$ cat config.mk
export PLATFORM = sky130hd
export DESIGN_NAME = disk_dma_sequencer
export DESIGN_NICKNAME = d
export VERILOG_FILES = /design/src/rtl/disk_dma_sequencer.sv
export SDC_FILE = /design/constraint.sdc
export NUM_CORES = 1
export LEC_CHECK = 0
export BUFFER_PORTS_ARGS = -buffer_cell sky130_fd_sc_hd__buf_2
export CAP_MARGIN = 25
export CORE_MARGIN = 3
export CORE_UTILIZATION = 35
export CTS_CLUSTER_SIZE = 8
export DETAILED_ROUTE_END_ITERATION = 8
export PLACE_DENSITY = 0.56
export SYNTH_ARGS = -nofsm -noshare
export SYNTH_HDL_FRONTEND = slang
export SYNTH_SLANG_ARGS = --single-unit
export TNS_END_PERCENT = 10
$ cat constraint.sdc
create_clock -name clk -period 4.7 [get_ports clk]
set_input_delay 0.47 -clock clk [delete_from_list [all_inputs] [get_ports clk]]
set_output_delay 0.47 -clock clk [all_outputs]
set_load 0.05 [all_outputs]
$ cat src/rtl/disk_dma_sequencer.sv
module disk_dma_sequencer #(
  parameter int LBA_W = 48,
  parameter int CNT_W = 16,
  parameter int LEN_W = 24
) (
  input  logic             clk,
  input  logic             rst_n,
  input  logic             cmd_load,
  input  logic [1:0]       cmd_op,
  input  logic [LBA_W-1:0] cmd_sector,
  input  logic [CNT_W-1:0] cmd_count,
  input  logic             chunk_valid,
  input  logic [LEN_W-1:0] chunk_len,
  output logic             chunk_ready,
  output logic             req_valid,
  output logic [1:0]       req_op,
  output logic [LBA_W-1:0] req_sector,
  output logic [LEN_W-1:0] req_bytes,
  input  logic             req_accept,
  input  logic             req_reject,
  input  logic             cpl_valid,
  input  logic             cpl_error,
  output logic [LBA_W-1:0] sector_out,
  output logic [CNT_W-1:0] count_out,
  output logic [7:0]       status,
  output logic             irq,
  output logic             dma_end,
  output logic             dma_err
);
  localparam int SHIFT  = 9;
  localparam int NSEC_W = LEN_W - SHIFT + 1;
  localparam int CMP_W  = (NSEC_W > CNT_W) ? NSEC_W : CNT_W;
  localparam logic [7:0] ST_BUSY = 8'h80;
  localparam logic [7:0] ST_DONE = 8'h50;

  typedef enum logic [1:0] {S_IDLE, S_WAIT, S_ISSUE, S_BUSY} state_t;

  state_t           state;
  logic [1:0]       op_q;
  logic [LBA_W-1:0] sector_q;
  logic [CNT_W-1:0] count_q;
  logic [LEN_W-1:0] len_q;

  logic [LEN_W:0]   len_up;
  logic [NSEC_W-1:0] nsec;
  logic [CMP_W-1:0] cnt_ext, nsec_ext;
  logic [CNT_W-1:0] count_next;
  logic             take, ok, fail;

  assign len_up     = {1'b0, len_q} + (LEN_W+1)'(511);
  assign nsec       = len_up[LEN_W:SHIFT];
  assign cnt_ext    = CMP_W'(count_q);
  assign nsec_ext   = CMP_W'(nsec);
  assign count_next = (nsec_ext >= cnt_ext) ? '0 : CNT_W'(cnt_ext - nsec_ext);

  assign chunk_ready = (state == S_WAIT);
  assign take        = chunk_ready && chunk_valid;
  assign ok          = (state == S_BUSY) && cpl_valid && !cpl_error;
  assign fail        = ((state == S_BUSY) && cpl_valid && cpl_error) ||
                       ((state == S_ISSUE) && req_reject);

  assign req_valid  = (state == S_ISSUE);
  assign req_op     = op_q;
  assign req_sector = sector_q;
  assign req_bytes  = len_q;
  assign sector_out = sector_q;
  assign count_out  = count_q;

  always_ff @(posedge clk or negedge rst_n) begin
    if (!rst_n) begin
      state    <= S_IDLE;
      op_q     <= '0;
      sector_q <= '0;
      count_q  <= '0;
      len_q    <= '0;
      status   <= '0;
      irq      <= 1'b0;
      dma_end  <= 1'b0;
      dma_err  <= 1'b0;
    end else begin
      irq     <= 1'b0;
      dma_end <= 1'b0;
      if (cmd_load) begin
        state    <= S_WAIT;
        op_q     <= cmd_op;
        sector_q <= cmd_sector;
        count_q  <= cmd_count;
        status   <= ST_BUSY;
        dma_err  <= 1'b0;
      end else begin
        unique case (state)
          S_IDLE: ;
          S_WAIT:
            if (take) begin
              if (chunk_len == '0) begin
                dma_end <= 1'b1;
                state   <= S_IDLE;
              end else begin
                len_q <= chunk_len;
                state <= S_ISSUE;
              end
            end
          S_ISSUE:
            if (req_accept && !req_reject) state <= S_BUSY;
          S_BUSY: ;
          default: state <= S_IDLE;
        endcase
        if (ok) begin
          sector_q <= sector_q + LBA_W'(nsec);
          count_q  <= count_next;
          state    <= S_WAIT;
          if (count_q != '0 && count_next == '0) begin
            status <= ST_DONE;
            irq    <= 1'b1;
          end
        end
        if (fail) begin
          dma_err <= 1'b1;
          dma_end <= 1'b1;
          state   <= S_IDLE;
        end
      end
    end
  end

  assert_irq_done_R6: assert property (@(posedge clk) disable iff (!rst_n)
    irq |-> (count_out == '0) && (status == ST_DONE));

  assert_irq_pulse_R6: assert property (@(posedge clk) disable iff (!rst_n)
    irq |=> !irq);

  assert_req_hold_R3: assert property (@(posedge clk) disable iff (!rst_n)
    req_valid && !req_accept && !req_reject && !cmd_load |=>
      req_valid && $stable(req_sector) && $stable(req_bytes));

  assert_end_pulse_R7: assert property (@(posedge clk) disable iff (!rst_n)
    dma_end |=> !dma_end);

  assert_err_ends_R8: assert property (@(posedge clk) disable iff (!rst_n)
    cpl_valid && cpl_error && (state == S_BUSY) && !cmd_load |=>
      dma_err && dma_end && !irq && $stable(count_out));

  assert_reject_ends_R9: assert property (@(posedge clk) disable iff (!rst_n)
    req_valid && req_reject && !cmd_load |=> dma_err && dma_end && !req_valid);

  assert_excl_R10: assert property (@(posedge clk) disable iff (!rst_n)
    !(chunk_ready && req_valid));
endmodule

==> results by group, run 1 <==
Status
  • Run status: finished clean

Floorplanning
  • Number of standard-cell rows in the floorplan: 51
  • Die X-Extent: 149 µm
  • Total I/O pin count: 249
  • Die height: around 150 µm
  • Die area: about 22,000 µm²
  • Starting density of the core: 0.363
  • Core outline area: 19,800 µm²

Pwr
  • Highest ir drop seen on vdd: about 0.25 mV
  • Overall power after layout: a little over 4 mW
  • Total power divided by cell area: 471 nW/µm²
  • LEAKAGE: ~4.0 nW

Route
  • Wire length reported by the detailed router: 21.4 mm
  • First-pass detailed-route iteration total: 6
  • Detail Route Antenna Nets: 0
  • Vias: 6,578
  • Wirelength per Cell: 16.6 µm
  • Via density: ~5
  • DR iter-0 viols: 366
  • Detailed-route DRC error count: 0

Clock tree
  • Worst-Skew Late Latency: 0.35 ns
  • CTS tree: yes
  • CTS root buffer: sky130_fd_sc_hd__clkbuf_16
  • Clock buffer depth: 2
  • CTS HTree Levels: 3
  • CTS clk-pin slew, worst paths: around 0.070 ns
  • Number of buffers inserted during clock tree synthesis: 9
  • Sinks on the clock net: 97

Worst setup path
  • Class of the most critical setup path: reg2reg
  • Buf/Inv on CP: 1
  • Data arrival at the endpoint of the critical path: 4.50 ns
  • Largest stage delay, worst path: 0.39 ns
  • FF-to-FF setup slack: around 0.4 ns
  • Capturing point of the worst reg2reg path: status[6]$_DFFE_PN0P_
  • Type of destination of the critical path: flip-flop
  • Standard cell with the maximum stage delay on the critical path: sky130_fd_sc_hd__a221o_1
  • Number of cell instances on the worst register-to-register path: 16
  • CP cell instances: nor3_1 > a41oi_2 > and3_1 > nand4_1 > nor3_2 > xor2_1 > inv_1 > ha_1 > a21oi_1 > o21ai_0 > a221o_1 > a21oi_1 > xnor2_1 > nor2_1 > a31oi_1 > o21ai_0
  • Crit path max-delay family: compound AO/OA/AOI/OAI gates
  • Reg2reg start: req_bytes[8]$_DFFE_PN0P_
  • Type of origin of the critical path: flip-flop
  • Highest net fanout along the worst path: 7
  • Data required time of the critical path: 4.91 ns
  • Worst path depth: 16

Hold path
  • Hold Path Class: in2reg
  • Number of cells on the worst hold path: 2
  • Startpoint of the most critical hold path: cmd_sector[9]
  • Endpoint with the worst hold slack: req_sector[9]$_DFFE_PN0P_

Global routing
  • Global-route wire length before repair: 33.7 mm
  • Pin count of the biggest net entering global routing: 74
  • Number of global-route vias before repair: 6,265
  • Global-route usage over all layers: 0.187
  • Total overflow reported by the global router: 0
  • Initial antenna violation count: 2

Place
  • Final HPWL DP: roughly 17 mm
  • Number of cells in the design after placement: 1,265
  • Port Buffers: 243
  • Post-placement worst setup slack: 0.0109 ns
  • Placed Instance Area: between 8000 and 9000 µm²
  • RePlAce Congestion: ~0.93

Final layout
  • Most common cell after layout, fill and taps aside: sky130_fd_sc_hd__buf_2
  • Final Instance Count excl. Fillers: 1,288
  • Nets: between 1k and 1.5k
  • Area delta synth->final: 20.6%
  • Layout cell share with drive strength beyond 1: 0.314
  • Final Cell Area: 8680 µm²
  • Final Core Density: 0.437
  • Filler cell count: 2,029
  • Commonest non-fill, non-tap cells in the layout: sky130_fd_sc_hd__buf_2 (241), sky130_fd_sc_hd__dfrtp_1 (97), sky130_fd_sc_hd__nand2_1 (95)

Synthesis
  • Most common flop cell mapped by yosys: sky130_fd_sc_hd__dfrtp_1
  • Average size of a mapped cell: 8.61 µm²
  • Yosys warns: 0
  • Async set or reset register ratio after synthesis: 1.00
  • Fraction of the yosys area taken by sequential cells: 0.337
  • Instance count of the mapped netlist: approximately 840
  • Post-Syn Area: 7200 µm²
  • Count of cell types in the netlist: between 70 and 80
  • Flip-flop and latch count after synthesis: 97
  • Number of enable flip-flop cells after synthesis: 0

STA
  • Worst Tran Pin Value: 0.809 ns
  • Rel. slew slack: 0.459
  • Fmax: 233 MHz
  • Fraction of the cycle the final worst path needs: 0.914
  • Count of pins over their slew limit: 0
  • Worst slack on hold paths: 0.321 ns
  • Max Clock Skew: 0.00659 ns
  • Post-route setup TNS: 0 ns
  • Shortest period the worst path allows: 4.30 ns
  • RSZ-0062 raised after global routing: false
  • Final setup violation count: 0
  • Hold Vio Cnt, Final: 0
  • Final setup margin: 0.403 ns

Job
  • MaxCap Viol Count: 0
==> flip-flops by register name, summed over array words and instances, names as in the netlist <==
signal      count
count_out      16
dma_end         1
dma_err         1
irq             1
req_bytes      24
req_op          2
req_sector     48
state           2
status          2
==> layer usage <==
metal / share of wire / vias to the layer above / track usage / routed length, µm
met2: 0.47 / 161 / 0.297 / 10100
met1: 0.46 / 3123 / 0.262 / 9870
li1: - / 3280 / - / -
met5: 0 / - / 0 / 0
met3: 0.055 / 14 / 0.0363 / 1170
met4: 0.013 / 0 / 0.0513 / 280
==> where the power goes <==
part           switching, mW  internal, mW
clock network          0.352         0.419
logic                   1.48         0.730
registers              0.157         0.952
==> synth_stat cells, drive strengths merged (12+ instances only) <==
cell,count,area share
dfrtp,97,0.34
nand2,95,0.050
o21ai,79,0.055
buf,61,0.060
xnor2,49,0.060
a21oi,47,0.033
inv,42,0.022
nor2,40,0.021
clkbuf,32,0.017
ha,32,0.056
mux2,29,0.045
nand3,21,0.017
nor4,18,0.018
nor3,17,0.012
xor2,15,0.018
a211oi,13,0.014
nand4,12,0.013
==> worst register-to-register path, stage by stage, from the launching register on <==
cell                      delay [ns]
sky130_fd_sc_hd__dfrtp_1        0.37
sky130_fd_sc_hd__nor3_1         0.09
sky130_fd_sc_hd__a41oi_2        0.30
sky130_fd_sc_hd__and3_1         0.28
sky130_fd_sc_hd__nand4_1        0.24
sky130_fd_sc_hd__nor3_2         0.35
sky130_fd_sc_hd__xor2_1         0.25
sky130_fd_sc_hd__inv_1          0.11
sky130_fd_sc_hd__ha_1           0.37
sky130_fd_sc_hd__a21oi_1        0.31
sky130_fd_sc_hd__o21ai_0        0.25
sky130_fd_sc_hd__a221o_1        0.39
sky130_fd_sc_hd__a21oi_1        0.17
sky130_fd_sc_hd__xnor2_1        0.17
sky130_fd_sc_hd__nor2_1         0.06
sky130_fd_sc_hd__a31oi_1        0.32
sky130_fd_sc_hd__o21ai_0        0.14
==> worst max path at each step <==
stage / from / to
after global placement: req_bytes[8]$_DFFE_PN0P_ / status[6]$_DFFE_PN0P_
after detailed placement: req_bytes[8]$_DFFE_PN0P_ / req_sector[34]$_DFFE_PN0P_
final: req_bytes[8]$_DFFE_PN0P_ / status[6]$_DFFE_PN0P_
after global routing: req_bytes[8]$_DFFE_PN0P_ / status[7]$_DFFE_PN0P_
after floorplan: req_bytes[8]$_DFFE_PN0P_ / count_out[3]$_DFFE_PN0P_
after CTS: req_bytes[8]$_DFFE_PN0P_ / req_sector[34]$_DFFE_PN0P_
==> final cells by class <==
cell class / instances / area (µm²) / share of cell area
repair buffers: 258 / 1360 / 0.156
well taps: 265 / 332 / 0.0382
clock buffers: 9 / 225 / 0.0259
diodes: 2 / 5.00 / 0.000577
clock inverters: 7 / 78.8 / 0.00908
multi-input cells: 608 / 4100 / 0.472
flip-flops and latches: 97 / 2430 / 0.280
inverters: 42 / 158 / 0.0182
==> timing repair <==
action,4_1_cts,5_1_grt
gates resized for setup,0,5
setup endpoints to repair,2,37
pin swaps,0,1
endpoints found under the hold margin,0,12
cloned,0,0
buffers inserted,0,3
hold buffers,0,1
==> cell families (layout without fill, tap and decap cells) <==
family / Yosys count / after routing / share of synthesized area
adder cells (fa/ha/maj): 34 / 34 / 0.0612
multiplexers: 35 / 35 / 0.0537
flip-flops: 97 / 97 / 0.337
XOR/XNOR: 64 / 64 / 0.0779
AO/OA/AOI/OAI: 212 / 212 / 0.185
AND/OR/NAND/NOR: 258 / 258 / 0.185
other: 1 / 7 / 0.000521
buffers and inverters: 135 / 316 / 0.0993
(Power assumes the default switching activity.)
==> run 2, diff against run 1 <==
--- a/config.mk
+++ b/config.mk
@@ -12,6 +12,7 @@
 export CTS_CLUSTER_SIZE = 8
 export DETAILED_ROUTE_END_ITERATION = 8
 export PLACE_DENSITY = 0.56
+export REMOVE_ABC_BUFFERS = 1
 export SYNTH_ARGS = -nofsm -noshare
 export SYNTH_HDL_FRONTEND = slang
 export SYNTH_SLANG_ARGS = --single-unit
==> run 2 against run 1 <==
Largest cell class unchanged. Largest power group unchanged. Sequential power about the same. Count of clock-buffer cells in the layout is the same. Total power decreased by 0.16%. Die area stayed put. Cell count down 0.47%. Maximum frequency up 1.1%. Clock skew rose by 0.0095 ns. Utilization fell by 0.41 points. Sequential share of layout area rose by 0.26 points. Non-clock buffer count shrank 4. Clock power is 2% lower.
==> results by group, run 2 (synthesis results as in run 1) <==
Status
  • Run status: finished clean (unchanged)

Worst setup path
  • Reg2reg start: req_bytes[6]$_DFFE_PN0P_ (was req_bytes[8]$_DFFE_PN0P_)
  • Class of the most critical setup path: reg2reg (unchanged)
  • Number of cell instances on the worst register-to-register path: 16 (unchanged)
  • Data arrival at the endpoint of the critical path: 4.45 ns (was 4.50 ns)
  • FF-to-FF setup slack: 0.45 ns (was 0.40 ns)
  • Setup crit start: req_bytes[6]$_DFFE_PN0P_ (was req_bytes[8]$_DFFE_PN0P_)
  • Type of destination of the critical path: flip-flop (unchanged)
  • Data required time of the critical path: 4.90 ns (was 4.91 ns)
  • Critical path destination: status[6]$_DFFE_PN0P_ (unchanged)
  • Capturing point of the worst reg2reg path: status[6]$_DFFE_PN0P_ (unchanged)
  • Type of origin of the critical path: flip-flop (unchanged)
  • Highest net fanout along the worst path: 7 (unchanged)

Floorplanning
  • Starting density of the core: 0.363 (unchanged)
  • Die X-Extent: 149 µm (unchanged)
  • Die area: 22,300 µm² (unchanged)
  • Core outline area: 19,800 µm² (unchanged)
  • Die height: 149 µm (unchanged)
  • Number of standard-cell rows in the floorplan: 51 (unchanged)
  • Total I/O pin count: 249 (unchanged)

Final layout
  • Layout cell share with drive strength beyond 1: 0.311 (was 0.314)
  • Area delta synth->final: 19.5% (was 20.6%)
  • Commonest non-fill, non-tap cells in the layout: sky130_fd_sc_hd__buf_2 (241), sky130_fd_sc_hd__dfrtp_1 (97), sky130_fd_sc_hd__nand2_1 (95) (unchanged)
  • Final Cell Area: 8600 µm² (was 8680 µm²)
  • Nets: 1,144 (was 1,148)
  • Number of flip-flops in the largest register: 48 (unchanged)
  • Ant diodes: 0 (was 2)
  • Most common cell after layout, fill and taps aside: sky130_fd_sc_hd__buf_2 (unchanged)

Clock tree
  • Setup bufs post-CTS: 0 (unchanged)
  • Sinks on the clock net: 97 (unchanged)
  • CTS clk-pin slew, worst paths: 0.08 ns (was 0.07 ns)
  • CTS HTree Levels: 3 (unchanged)
  • Clock buffer depth: 2 (unchanged)
  • Worst-Skew Late Latency: 0.36 ns (was 0.35 ns)
  • CTS root buffer: sky130_fd_sc_hd__clkbuf_16 (unchanged)
  • CTS tree: yes (unchanged)
  • Number of buffers inserted during clock tree synthesis: 9 (unchanged)

Pwr
  • Highest ir drop seen on vdd: 0.240 mV (was 0.254 mV)
  • Total power divided by cell area: 475 nW/µm² (was 471 nW/µm²)
  • LEAKAGE: 3.97 nW (was 3.99 nW)
  • Overall power after layout: 4.08 mW (was 4.09 mW)

Global routing
  • Pin count of the biggest net entering global routing: 82 (was 74)
  • Global-route wire length before repair: 34.7 mm (was 33.7 mm)
  • Initial antenna violation count: 0 (was 2)
  • Global-route usage over all layers: 0.196 (was 0.187)
  • Number of global-route vias before repair: 6,438 (was 6,265)
  • Total overflow reported by the global router: 0 (unchanged)

Place
  • RePlAce Congestion: 0.882 (was 0.930)
  • Placed Instance Area: 8300 µm² (was 8290 µm²)
  • Final HPWL DP: 17.2 mm (was 16.5 mm)
  • Port Buffers: 243 (unchanged)
  • Post-placement worst setup slack: 0.250 ns (was 0.0109 ns)

STA
  • Worst slack on hold paths: 0.169 ns (was 0.321 ns)
  • Max Clock Skew: 0.0161 ns (was 0.00659 ns)
  • Final setup margin: 0.451 ns (was 0.403 ns)
  • Rel. slew slack: 0.457 (was 0.459)
  • Count of pins over their slew limit: 0 (unchanged)
  • Worst Tran Pin Value: 0.814 ns (was 0.809 ns)
  • Post-route setup TNS: 0 ns (unchanged)
  • Fmax: 235 MHz (was 233 MHz)
  • Hold Vio Cnt, Final: 0 (unchanged)
  • RSZ-0062 raised after global routing: false (unchanged)
  • Fraction of the cycle the final worst path needs: 0.904 (was 0.914)
  • Final setup violation count: 0 (unchanged)
  • Shortest period the worst path allows: 4.25 ns (was 4.30 ns)

Route
  • First-pass detailed-route iteration total: 5 (was 6)
  • Via density: 5.09 (was 5.11)
  • Detail Route Antenna Nets: 0 (unchanged)
  • Wirelength per Cell: 17.2 µm (was 16.6 µm)
  • Detailed-route DRC error count: 0 (unchanged)
  • DR iter-0 viols: 276 (was 366)
  • Vias: 6,522 (was 6,578)
  • Wire length reported by the detailed router: 22.1 mm (was 21.4 mm)

Hold path
  • Hold Path Class: in2async (was in2reg)

Job
  • MaxCap Viol Count: 0 (unchanged)
[run 2: where the power goes]
| group | switching (mW) | internal, mW |
|---|---|---|
| Sequential | 0.166 | 0.951 |
| Combinational | 1.49 | 0.726 |
| Clock | 0.379 | 0.376 |
[run 2: what timing repair did]
item,CTS,global route
hold buffers,0,0
setup endpoints to repair,0,12
resized for setup,0,1
[run 2: metrics by stage]
step                utilization  instances
finish                    0.433       1282
global route              0.433       1282
CTS                       0.433       1282
detailed placement        0.418       1266
global placement          0.418       1266
floorplan                     -        747
[run 2: layout make-up]
class / count / area [µm²]
clock buffers: 9 / 225
clock inverters: 7 / 70.1
fillers: 2004 / 11200
inverters: 42 / 158
multi-input cells: 608 / 4080
flip-flops and latches: 97 / 2430
well taps: 265 / 332
repair buffers: 254 / 1300
[run 2: how the worst min path moves through the flow]
stage                           from                        to  slack [ns]  cells past startpoint
2_1_floorplan                  rst_n  count_out[0]$_DFFE_PN0P_        0.17                      0
3_3_place_gp   status[7]$_DFFE_PN0P_     status[7]$_DFFE_PN0P_        0.47                      1
3_5_place_dp   status[7]$_DFFE_PN0P_     status[7]$_DFFE_PN0P_        0.47                      1
4_1_cts                        rst_n     req_op[0]$_DFFE_PN0P_        0.20                      1
5_1_grt                        rst_n     req_op[0]$_DFFE_PN0P_        0.23                      1
6_report                       rst_n     req_op[0]$_DFFE_PN0P_        0.17                      1
[run 2: per-layer routing]
layer  part of all wire  track usage
met1               0.47        0.273
met2               0.47        0.321
met3              0.052       0.0348
met4              0.011       0.0389
met5                  0            0
[run 2: critical path, cell delays in order (launching register included)]
cell and delay [ns]:
sky130_fd_sc_hd__dfrtp_1 0.36, sky130_fd_sc_hd__nor3_1 0.07, sky130_fd_sc_hd__a41oi_1 0.25, sky130_fd_sc_hd__and3_1 0.27
sky130_fd_sc_hd__nand4_1 0.23, sky130_fd_sc_hd__nor3_2 0.42, sky130_fd_sc_hd__xor2_1 0.26, sky130_fd_sc_hd__inv_1 0.07
sky130_fd_sc_hd__ha_1 0.36, sky130_fd_sc_hd__a21oi_1 0.32, sky130_fd_sc_hd__o21ai_0 0.24, sky130_fd_sc_hd__a221o_1 0.39
sky130_fd_sc_hd__a21oi_1 0.18, sky130_fd_sc_hd__xnor2_1 0.19, sky130_fd_sc_hd__nor2_1 0.07, sky130_fd_sc_hd__a31oi_1 0.27
sky130_fd_sc_hd__o21ai_0 0.14
